==> src/rtl/alu15_pkg.sv <==
package alu15_pkg;
  localparam int OP_W = 5;

  typedef enum logic [OP_W-1:0] {
    OP_EQ  = 5'd4,
    OP_GT  = 5'd5,
    OP_ADD = 5'd9,
    OP_MUL = 5'd10,
    OP_REM = 5'd11,
    OP_AND = 5'd12,
    OP_OR  = 5'd13,
    OP_INV = 5'd14
  } alu_op_e;
endpackage

==> src/rtl/alu15_arith.sv <==
module alu15_arith #(
  parameter int DATA_W = 16,
  parameter int KEEP_W = 15
) (
  input  logic [DATA_W-1:0] a_i,
  input  logic [DATA_W-1:0] b_i,
  output logic [DATA_W-1:0] sum_o,
  output logic [DATA_W-1:0] prod_o
);
  localparam int PAD_W = DATA_W - KEEP_W;

  logic [KEEP_W-1:0] sum_low;
  logic [KEEP_W-1:0] prod_low;

  // Truncation of the full-width sum and product keeps the low KEEP_W bits,
  // which is the reduction modulo 2^KEEP_W.
  assign sum_low  = KEEP_W'(a_i + b_i);
  assign prod_low = KEEP_W'(a_i * b_i);

  assign sum_o  = {{PAD_W{1'b0}}, sum_low};
  assign prod_o = {{PAD_W{1'b0}}, prod_low};
endmodule

==> src/rtl/alu15_bitwise.sv <==
module alu15_bitwise #(
  parameter int DATA_W = 16,
  parameter int KEEP_W = 15
) (
  input  logic [DATA_W-1:0] a_i,
  input  logic [DATA_W-1:0] b_i,
  output logic [DATA_W-1:0] and_o,
  output logic [DATA_W-1:0] or_o,
  output logic [DATA_W-1:0] inv_o,
  output logic              eq_o,
  output logic              gt_o
);
  for (genvar i = 0; i < DATA_W; i++) begin : g_bit
    assign and_o[i] = a_i[i] & b_i[i];
    assign or_o[i]  = a_i[i] | b_i[i];
    if (i < KEEP_W) begin : g_keep
      assign inv_o[i] = ~a_i[i];
    end else begin : g_drop
      assign inv_o[i] = 1'b0;
    end
  end

  assign eq_o = (a_i == b_i);
  assign gt_o = (a_i > b_i);
endmodule

==> src/rtl/alu15_rem.sv <==
module alu15_rem #(
  parameter int DATA_W = 16
) (
  input  logic [DATA_W-1:0] a_i,
  input  logic [DATA_W-1:0] b_i,
  output logic [DATA_W-1:0] rem_o,
  output logic              zero_div_o
);
  assign zero_div_o = (b_i == '0);
  assign rem_o      = zero_div_o ? '0 : (a_i % b_i);
endmodule

==> src/rtl/alu15_core.sv <==
module alu15_core
  import alu15_pkg::*;
#(
  parameter int DATA_W = 16,
  parameter int KEEP_W = 15
) (
  input  logic              clk,
  input  logic              rst,
  input  logic [OP_W-1:0]   op_code,
  input  logic [DATA_W-1:0] opnd_a,
  input  logic [DATA_W-1:0] opnd_b,
  output logic [DATA_W-1:0] res_q,
  output logic              wr_en_q,
  output logic              div_zero_q
);
  logic [DATA_W-1:0] sum_w, prod_w, and_w, or_w, inv_w, rem_w;
  logic              eq_w, gt_w, zdiv_w;

  logic [DATA_W-1:0] res_d;
  logic              wr_en_d;
  logic              div_zero_d;

  alu15_arith #(.DATA_W(DATA_W), .KEEP_W(KEEP_W)) u_arith (
    .a_i(opnd_a), .b_i(opnd_b), .sum_o(sum_w), .prod_o(prod_w)
  );

  alu15_bitwise #(.DATA_W(DATA_W), .KEEP_W(KEEP_W)) u_bitwise (
    .a_i(opnd_a), .b_i(opnd_b), .and_o(and_w), .or_o(or_w),
    .inv_o(inv_w), .eq_o(eq_w), .gt_o(gt_w)
  );

  alu15_rem #(.DATA_W(DATA_W)) u_rem (
    .a_i(opnd_a), .b_i(opnd_b), .rem_o(rem_w), .zero_div_o(zdiv_w)
  );

  always_comb begin
    res_d      = '0;
    wr_en_d    = 1'b1;
    div_zero_d = 1'b0;
    case (op_code)
      OP_EQ:   res_d = DATA_W'(eq_w);
      OP_GT:   res_d = DATA_W'(gt_w);
      OP_ADD:  res_d = sum_w;
      OP_MUL:  res_d = prod_w;
      OP_REM: begin
        res_d      = rem_w;
        div_zero_d = zdiv_w;
      end
      OP_AND:  res_d = and_w;
      OP_OR:   res_d = or_w;
      OP_INV:  res_d = inv_w;
      default: wr_en_d = 1'b0;
    endcase
  end

  always_ff @(posedge clk) begin
    if (rst) begin
      res_q      <= '0;
      wr_en_q    <= 1'b0;
      div_zero_q <= 1'b0;
    end else begin
      res_q      <= res_d;
      wr_en_q    <= wr_en_d;
      div_zero_q <= div_zero_d;
    end
  end

  // comparison results are boolean
  assert_cmp_bool_R1: assert property (@(posedge clk) disable iff (rst)
    ($past(op_code) == OP_EQ || $past(op_code) == OP_GT) |-> (res_q <= 16'd1 && wr_en_q));

  // wrapped and inverted results stay in the 15-bit range
  assert_mod_range_R3: assert property (@(posedge clk) disable iff (rst)
    ($past(op_code) == OP_ADD || $past(op_code) == OP_MUL || $past(op_code) == OP_INV)
      |-> (res_q[DATA_W-1:KEEP_W] == '0));

  // remainder is below a nonzero divisor
  assert_rem_below_R5: assert property (@(posedge clk) disable iff (rst)
    ($past(op_code) == OP_REM && $past(opnd_b) != '0) |-> (res_q < $past(opnd_b) && !div_zero_q));

  // zero-divide flag only with a zero result and a write
  assert_div_zero_R6: assert property (@(posedge clk) disable iff (rst)
    div_zero_q |-> (res_q == '0 && wr_en_q && $past(op_code) == OP_REM));

  // no write means nothing else is reported
  assert_no_write_R9: assert property (@(posedge clk) disable iff (rst)
    !wr_en_q |-> (res_q == '0 && !div_zero_q));

  // outputs follow a reset one edge later as cleared
  assert_reset_clear_R10: assert property (@(posedge clk)
    $past(rst) |-> (res_q == '0 && !wr_en_q && !div_zero_q));
endmodule

==> config.mk <==
export PLATFORM = sky130hd
export DESIGN_NAME = alu15_core
export DESIGN_NICKNAME = d
export VERILOG_FILES = /design/src/rtl/alu15_pkg.sv /design/src/rtl/alu15_arith.sv /design/src/rtl/alu15_bitwise.sv /design/src/rtl/alu15_rem.sv /design/src/rtl/alu15_core.sv
export SDC_FILE = /design/constraint.sdc
export NUM_CORES = 1
export LEC_CHECK = 0
export BUFFER_PORTS_ARGS = -buffer_cell sky130_fd_sc_hd__buf_2
export CORE_ASPECT_RATIO = 0.7
export CORE_MARGIN = 4
export CORE_UTILIZATION = 41
export DETAILED_ROUTE_END_ITERATION = 7
export REMOVE_ABC_BUFFERS = 1
export SKIP_CTS_REPAIR_TIMING = 1
export SYNTH_ARGS = -nofsm -noshare
export SYNTH_HDL_FRONTEND = slang
export SYNTH_SLANG_ARGS = --single-unit
==> constraint.sdc <==
create_clock -name clk -period 74.6 [get_ports clk]
set_input_delay 11.19 -clock clk [delete_from_list [all_inputs] [get_ports clk]]
set_output_delay 11.19 -clock clk [all_outputs]
set_load 0.02 [all_outputs]
== Word-level counts from Yosys, hierarchy flattened ==
Index checks and enable logic that the tools add are counted.

* Mux-type cells: 3
* Add/subtract/negate cells: 1
* Shift-type cells: 0
* Multipliers: 1
* Reduce and logical (&&, ||, !) cells: 3
* Divide/modulo/power cells: 1
* $lt $le $gt $ge: 1
* Eq/ne operators: 9
* Bitwise gates (word level): 48

{| class="wikitable"
|+ Operators with widths
! operator !! number
|-
| $pmux W16 S8 || 1
|-
| $eq A5 B4 Y1 const B || 6
|-
| $and A1 B1 Y1 || 16
|-
| $eq A16 B16 Y1 || 1
|-
| $gt A16 B16 Y1 || 1
|-
| $logic_not A16 Y1 || 1
|-
| $mod A16 B16 Y16 || 1
|-
| $mul A16 B16 Y15 || 1
|-
| $mux W16 || 1
|-
| $not A1 Y1 || 16
|-
| $or A1 B1 Y1 || 16
|-
| $add A15 B15 Y15 || 1
|-
| $eq A5 B3 Y1 const B || 2
|-
| $reduce_or A8 Y1 || 1
|-
| $reduce_or A2 Y1 || 1
|-
| $mux W1 || 1
|}

* Output and inout port bits: 18
* Register bits: 18
* ROM bits: 0
* Input port bits: 39
* Logic and storage cells: 70
* Memory bits (writable): 0
* Latch bits: 0
* Memories kept: 0

== Depth between registers and ports, before layout ==
* Depth after elaboration: 3
* Gate-level depth with buffers: 135
* Gate-level depth less buffers: 125

== Hierarchy ==
A second synthesis with hierarchy kept.

* Cells, all modules: 1,857
* Area, all modules: 13,983.4 sq um

{| class="wikitable"
|+ Modules (own cells, without submodules)
! module !! times used !! sequential area each (sq um) !! area each (sq um) !! cells an instance
|-
| alu15_rem || 1 || 0.0 || 7,771.2 || 1,109
|-
| alu15_arith || 1 || 0.0 || 3,967.6 || 476
|-
| alu15_core || 1 || 360.3 || 1,281.2 || 146
|-
| alu15_bitwise || 1 || 0.0 || 963.4 || 126
|}

== Worst setup path before layout ==
No wires, ideal clock.

* Path type: input to register
* From: in opnd_b[8]
* To: reg res_q[1]
* Data required time: 74,466 ps
* Library setup time: 134 ps
* Path buffers: 12
* Arrival time: 38,190 ps
* Stages on the path: 122
* Setup slack: 36,277 ps
* Path through: clkbuf_1 nor4_2 and3_1 clkbuf_1 nand2_1 nor2_1 a21oi_1 a21oi_1 ha_1 nor4_1 a211oi_1 mux2_2 ha_1 o21bai_1 a21oi_1 nand2_1 mux2_2 ha_1 (+86 left out) a211oi_1 o21ai_0 a31oi_1 nor2_1 clkbuf_1 a21oi_1 fa_1 a21o_1 a211oi_1 o21a_1 o31ai_1 o41ai_1 o41ai_1 a21o_1 a21oi_1 clkbuf_1 mux2i_1 o22ai_1

* Cells in the longest elaborated chain, start to end: 3
* Elaborated cells on any way between the ends: 4
* Those cells by class: div (1); mux (2); reduce/logical (1)

{| class="wikitable"
|+ RTL lines
! item !! RTL line !! RTL
|-
| start, declared || alu15_core.sv:11 || <nowiki>input logic [DATA_W-1:0] opnd_b,</nowiki>
|-
| $mod A16 B16 Y16 or $logic_not A16 Y1 (tied branches) || alu15_rem.sv:10, alu15_rem.sv:9 ||
|-
| $mux W16 (*) || alu15_rem.sv:10 || <nowiki>assign rem_o = zero_div_o ? '0 : (a_i % b_i);</nowiki>
|-
| $pmux W16 S8 (*) || alu15_core.sv:40 || <nowiki>case (op_code)</nowiki>
|-
| end signal, assigned || alu15_core.sv:62 || <nowiki>res_q <= res_d;</nowiki>
|-
| end, declared || alu15_core.sv:12 || <nowiki>output logic [DATA_W-1:0] res_q,</nowiki>
|}

Mark *: on every way between the ends. The rest lies on a longest branch, timed or not.
A chain may end at the register's enable or synchronous reset.

== Worst setup path in the final report ==
* From: in opnd_b[9]
* To: reg res_q[11]

* Cells in the longest elaborated chain, start to end: 3
* Elaborated cells on any way between the ends: 6
* Those cells by class: add/sub (1); mul (1); div (1); mux (2); reduce/logical (1)

{| class="wikitable"
|+ RTL lines
! item !! RTL line
|-
| $mod A16 B16 Y16 or $logic_not A16 Y1 (tied branches) || alu15_rem.sv:10, alu15_rem.sv:9
|-
| $mux W16 || alu15_rem.sv:10
|-
| $pmux W16 S8 (*) || alu15_core.sv:40
|}

Marked as above.

==> metrics <==
outcome=completed; LEAKAGE=0.00652 uW; sequential share of the synthesized area=2.76%; drt drc=0; synthesized area per cell=7.30 sq um; CTS buffer count=3; drt total wl=47000 microns; CTS tree=built; WP data arrival=43.23 ns; Root Driver=clkbuf_16; Routed WL per cell=21.1 microns; total grt overflow=0; Worst Hold End=div_zero_q; initial core utilization=41.7%; worst hold start=rst; pre-CTS setup slack=32.12 ns; vias=13.4k; placed wire-length estimate=37100 microns; Yosys reg bits=18; Top FF cell, synth=dfxtp_1; setup violators final=0; Slew @ Worst Pin=0.990 ns; Clock Sinks=18; post-route antenna net violation count=0; Area Growth Syn to Fin=6.09%; Final WS setup=31.54 ns; Worst Path Buf+Inv=7; core footprint=31300 sq um; die height=157 microns; cell family with the largest share of critical-path delay=compound AO/OA/AOI/OAI gates; initial antenna violation count=0; TNS Setup=0 ns; Max-Cap Viols=0; f_max=23.2 MHz; Via density=6.04; die footprint=34800 sq um; power per cell area=18.2 nW/um^2; Final min period=43.07 ns; vias in the first global route=12.5k; total power=252 uW; Mapped Cells=1787; # rows=54; startpoint class of the critical path=primary input; pin count of the biggest net entering global routing=33; Max FO, Critical Path=19; CP Capture Type=register; Max-Slew Margin vs Limit=33.7%; synth unique cells=91; final layout net count=2143; Setup Crit Path Kind=in -> reg; Iter 0 DRT Violations=1433; Global Route Usage Sum=26.1%; Final Hold Vio Count=0; clk slew on worst S/H paths=0.05 ns; Hold WS=11.15 ns; fin crit share=57.7%; io pins=57; first-pass GRT wire length=72700 microns; Initial DRT Pass Iterations=6; RSZ-0062 raised after global routing=no; number of warning messages in the yosys log=0; Hold Path Stages=2; Worst Path Required=74.77 ns; Post-synth EDFFs=0; Die X=221 microns; gpl congestion=0.985; ys async rst share=0%; Syn Std Cell Area=13000 sq um; Critical Path Max Stage Delay=0.76 ns; CP max stage cell=a31oi_1; H-tree levels=1; peak supply drop=22.1 uV; IO Port Bufs=56; CP most frequent cell=a21oi_1; Max clock buf depth=2; Core Util, Final=44.2%; count of pins over their slew limit=0; worst min-delay path class=in -> reg; Ant. Diodes=0; fraction of layout cells with a size suffix above 1=7.98%
==> cell usage in the layout, fill, tap and decap left out, drive strengths merged, types with 18 or more instances in the layout <==
| cell | netlist | final |
|---|---|---|
| nor2 | 172 | 172 |
| a21o | 33 | 33 |
| nor2b | 20 | 20 |
| o211ai | 19 | 19 |
| buf | 2 | 71 |
| o21ai | 92 | 92 |
| o22ai | 24 | 24 |
| a21oi | 125 | 125 |
| xnor2 | 94 | 94 |
| nand3 | 39 | 39 |
| xor2 | 31 | 31 |
| fa | 70 | 70 |
| o21a | 35 | 35 |
| nor3 | 60 | 60 |
| or3 | 20 | 20 |
| mux2 | 21 | 21 |
| ha | 229 | 229 |
| dfxtp | 18 | 18 |
| inv | 177 | 177 |
| nand2 | 168 | 168 |
==> cell usage after synthesis (all sizes together), types with 18 or more instances <==
| master | instances | area (sq um) |
|---|---|---|
| ha | 229 | 2870 |
| inv | 177 | 664 |
| nor2 | 172 | 648 |
| nand2 | 168 | 631 |
| a21oi | 125 | 626 |
| xnor2 | 94 | 823 |
| o21ai | 92 | 464 |
| fa | 70 | 1400 |
| nor3 | 60 | 327 |
| clkbuf | 56 | 210 |
| nand3 | 39 | 200 |
| o21a | 35 | 263 |
| a21o | 33 | 248 |
| xor2 | 31 | 272 |
| o22ai | 24 | 150 |
| mux2 | 21 | 240 |
| nor2b | 20 | 125 |
| or3 | 20 | 130 |
| o211ai | 19 | 143 |
| dfxtp | 18 | 360 |
==> per-layer routing <==
| metal | vias up | wire length, microns | GRT usage, % | part of all wire [%] |
|---|---|---|---|---|
| li1 | 6397 | - | - | - |
| met1 | 6304 | 22100 | 38.8 | 47 |
| met2 | 669 | 19100 | 39.4 | 41 |
| met3 | 59 | 4860 | 5.29 | 10 |
| met4 | 0 | 893 | 4.78 | 1.9 |
| met5 | - | 0 | 0 | 0 |
==> kinds of logic (layout without fill, tap and decap cells) <==
family / count (synthesis) / in the layout / synth area share (%)
AND/OR/NAND/NOR: 578 / 578 / 21.2
AO/OA/AOI/OAI: 492 / 492 / 25.1
adder cells (fa/ha/maj): 299 / 299 / 32.7
buffers and inverters: 239 / 256 / 6.89
XOR/XNOR: 125 / 125 / 8.39
multiplexers: 36 / 36 / 2.99
flip-flops: 18 / 18 / 2.76
==> power by group <==
part / switching (uW) / leakage [uW] / internal [uW]
clock: 4.27 / 0.0000442 / 8.18
sequential: 0.0764 / 0.000145 / 9.91
combinational: 135 / 0.00633 / 95.3
==> per-stage QoR <==
stage | area, sq um | std cells
detailed placement | 13700 | 2220
finish | 13800 | 2224
CTS | 13800 | 2224
global route | 13800 | 2224
global placement | 13700 | 2220
floorplan | 12800 | 1729
==> layout make-up <==
cell class	instances	area, sq um
Clock buffer	4	88.8
Fill cell	3215	17400
Inverter	181	679
Multi-Input combinational cell	1530	11800
Sequential cell	18	360
Tap cell	420	526
Timing Repair Buffer	71	393
==> worst max-delay path by stage <==
stage,start,endpoint,depth (start not counted)
floorplan,opnd_b[9],res_q[7],114
global placement,opnd_b[9],res_q[11],115
detailed placement,opnd_b[9],res_q[11],116
CTS,opnd_b[9],res_q[11],116
global route,opnd_b[9],res_q[11],117
finish,opnd_b[9],res_q[11],116
==> sequential cells by signal, summed over array words and instances (netlist names) <==
register	flops
res_q	16
wr_en_q	1
div_zero_q	1
(Power assumes the default switching activity.)
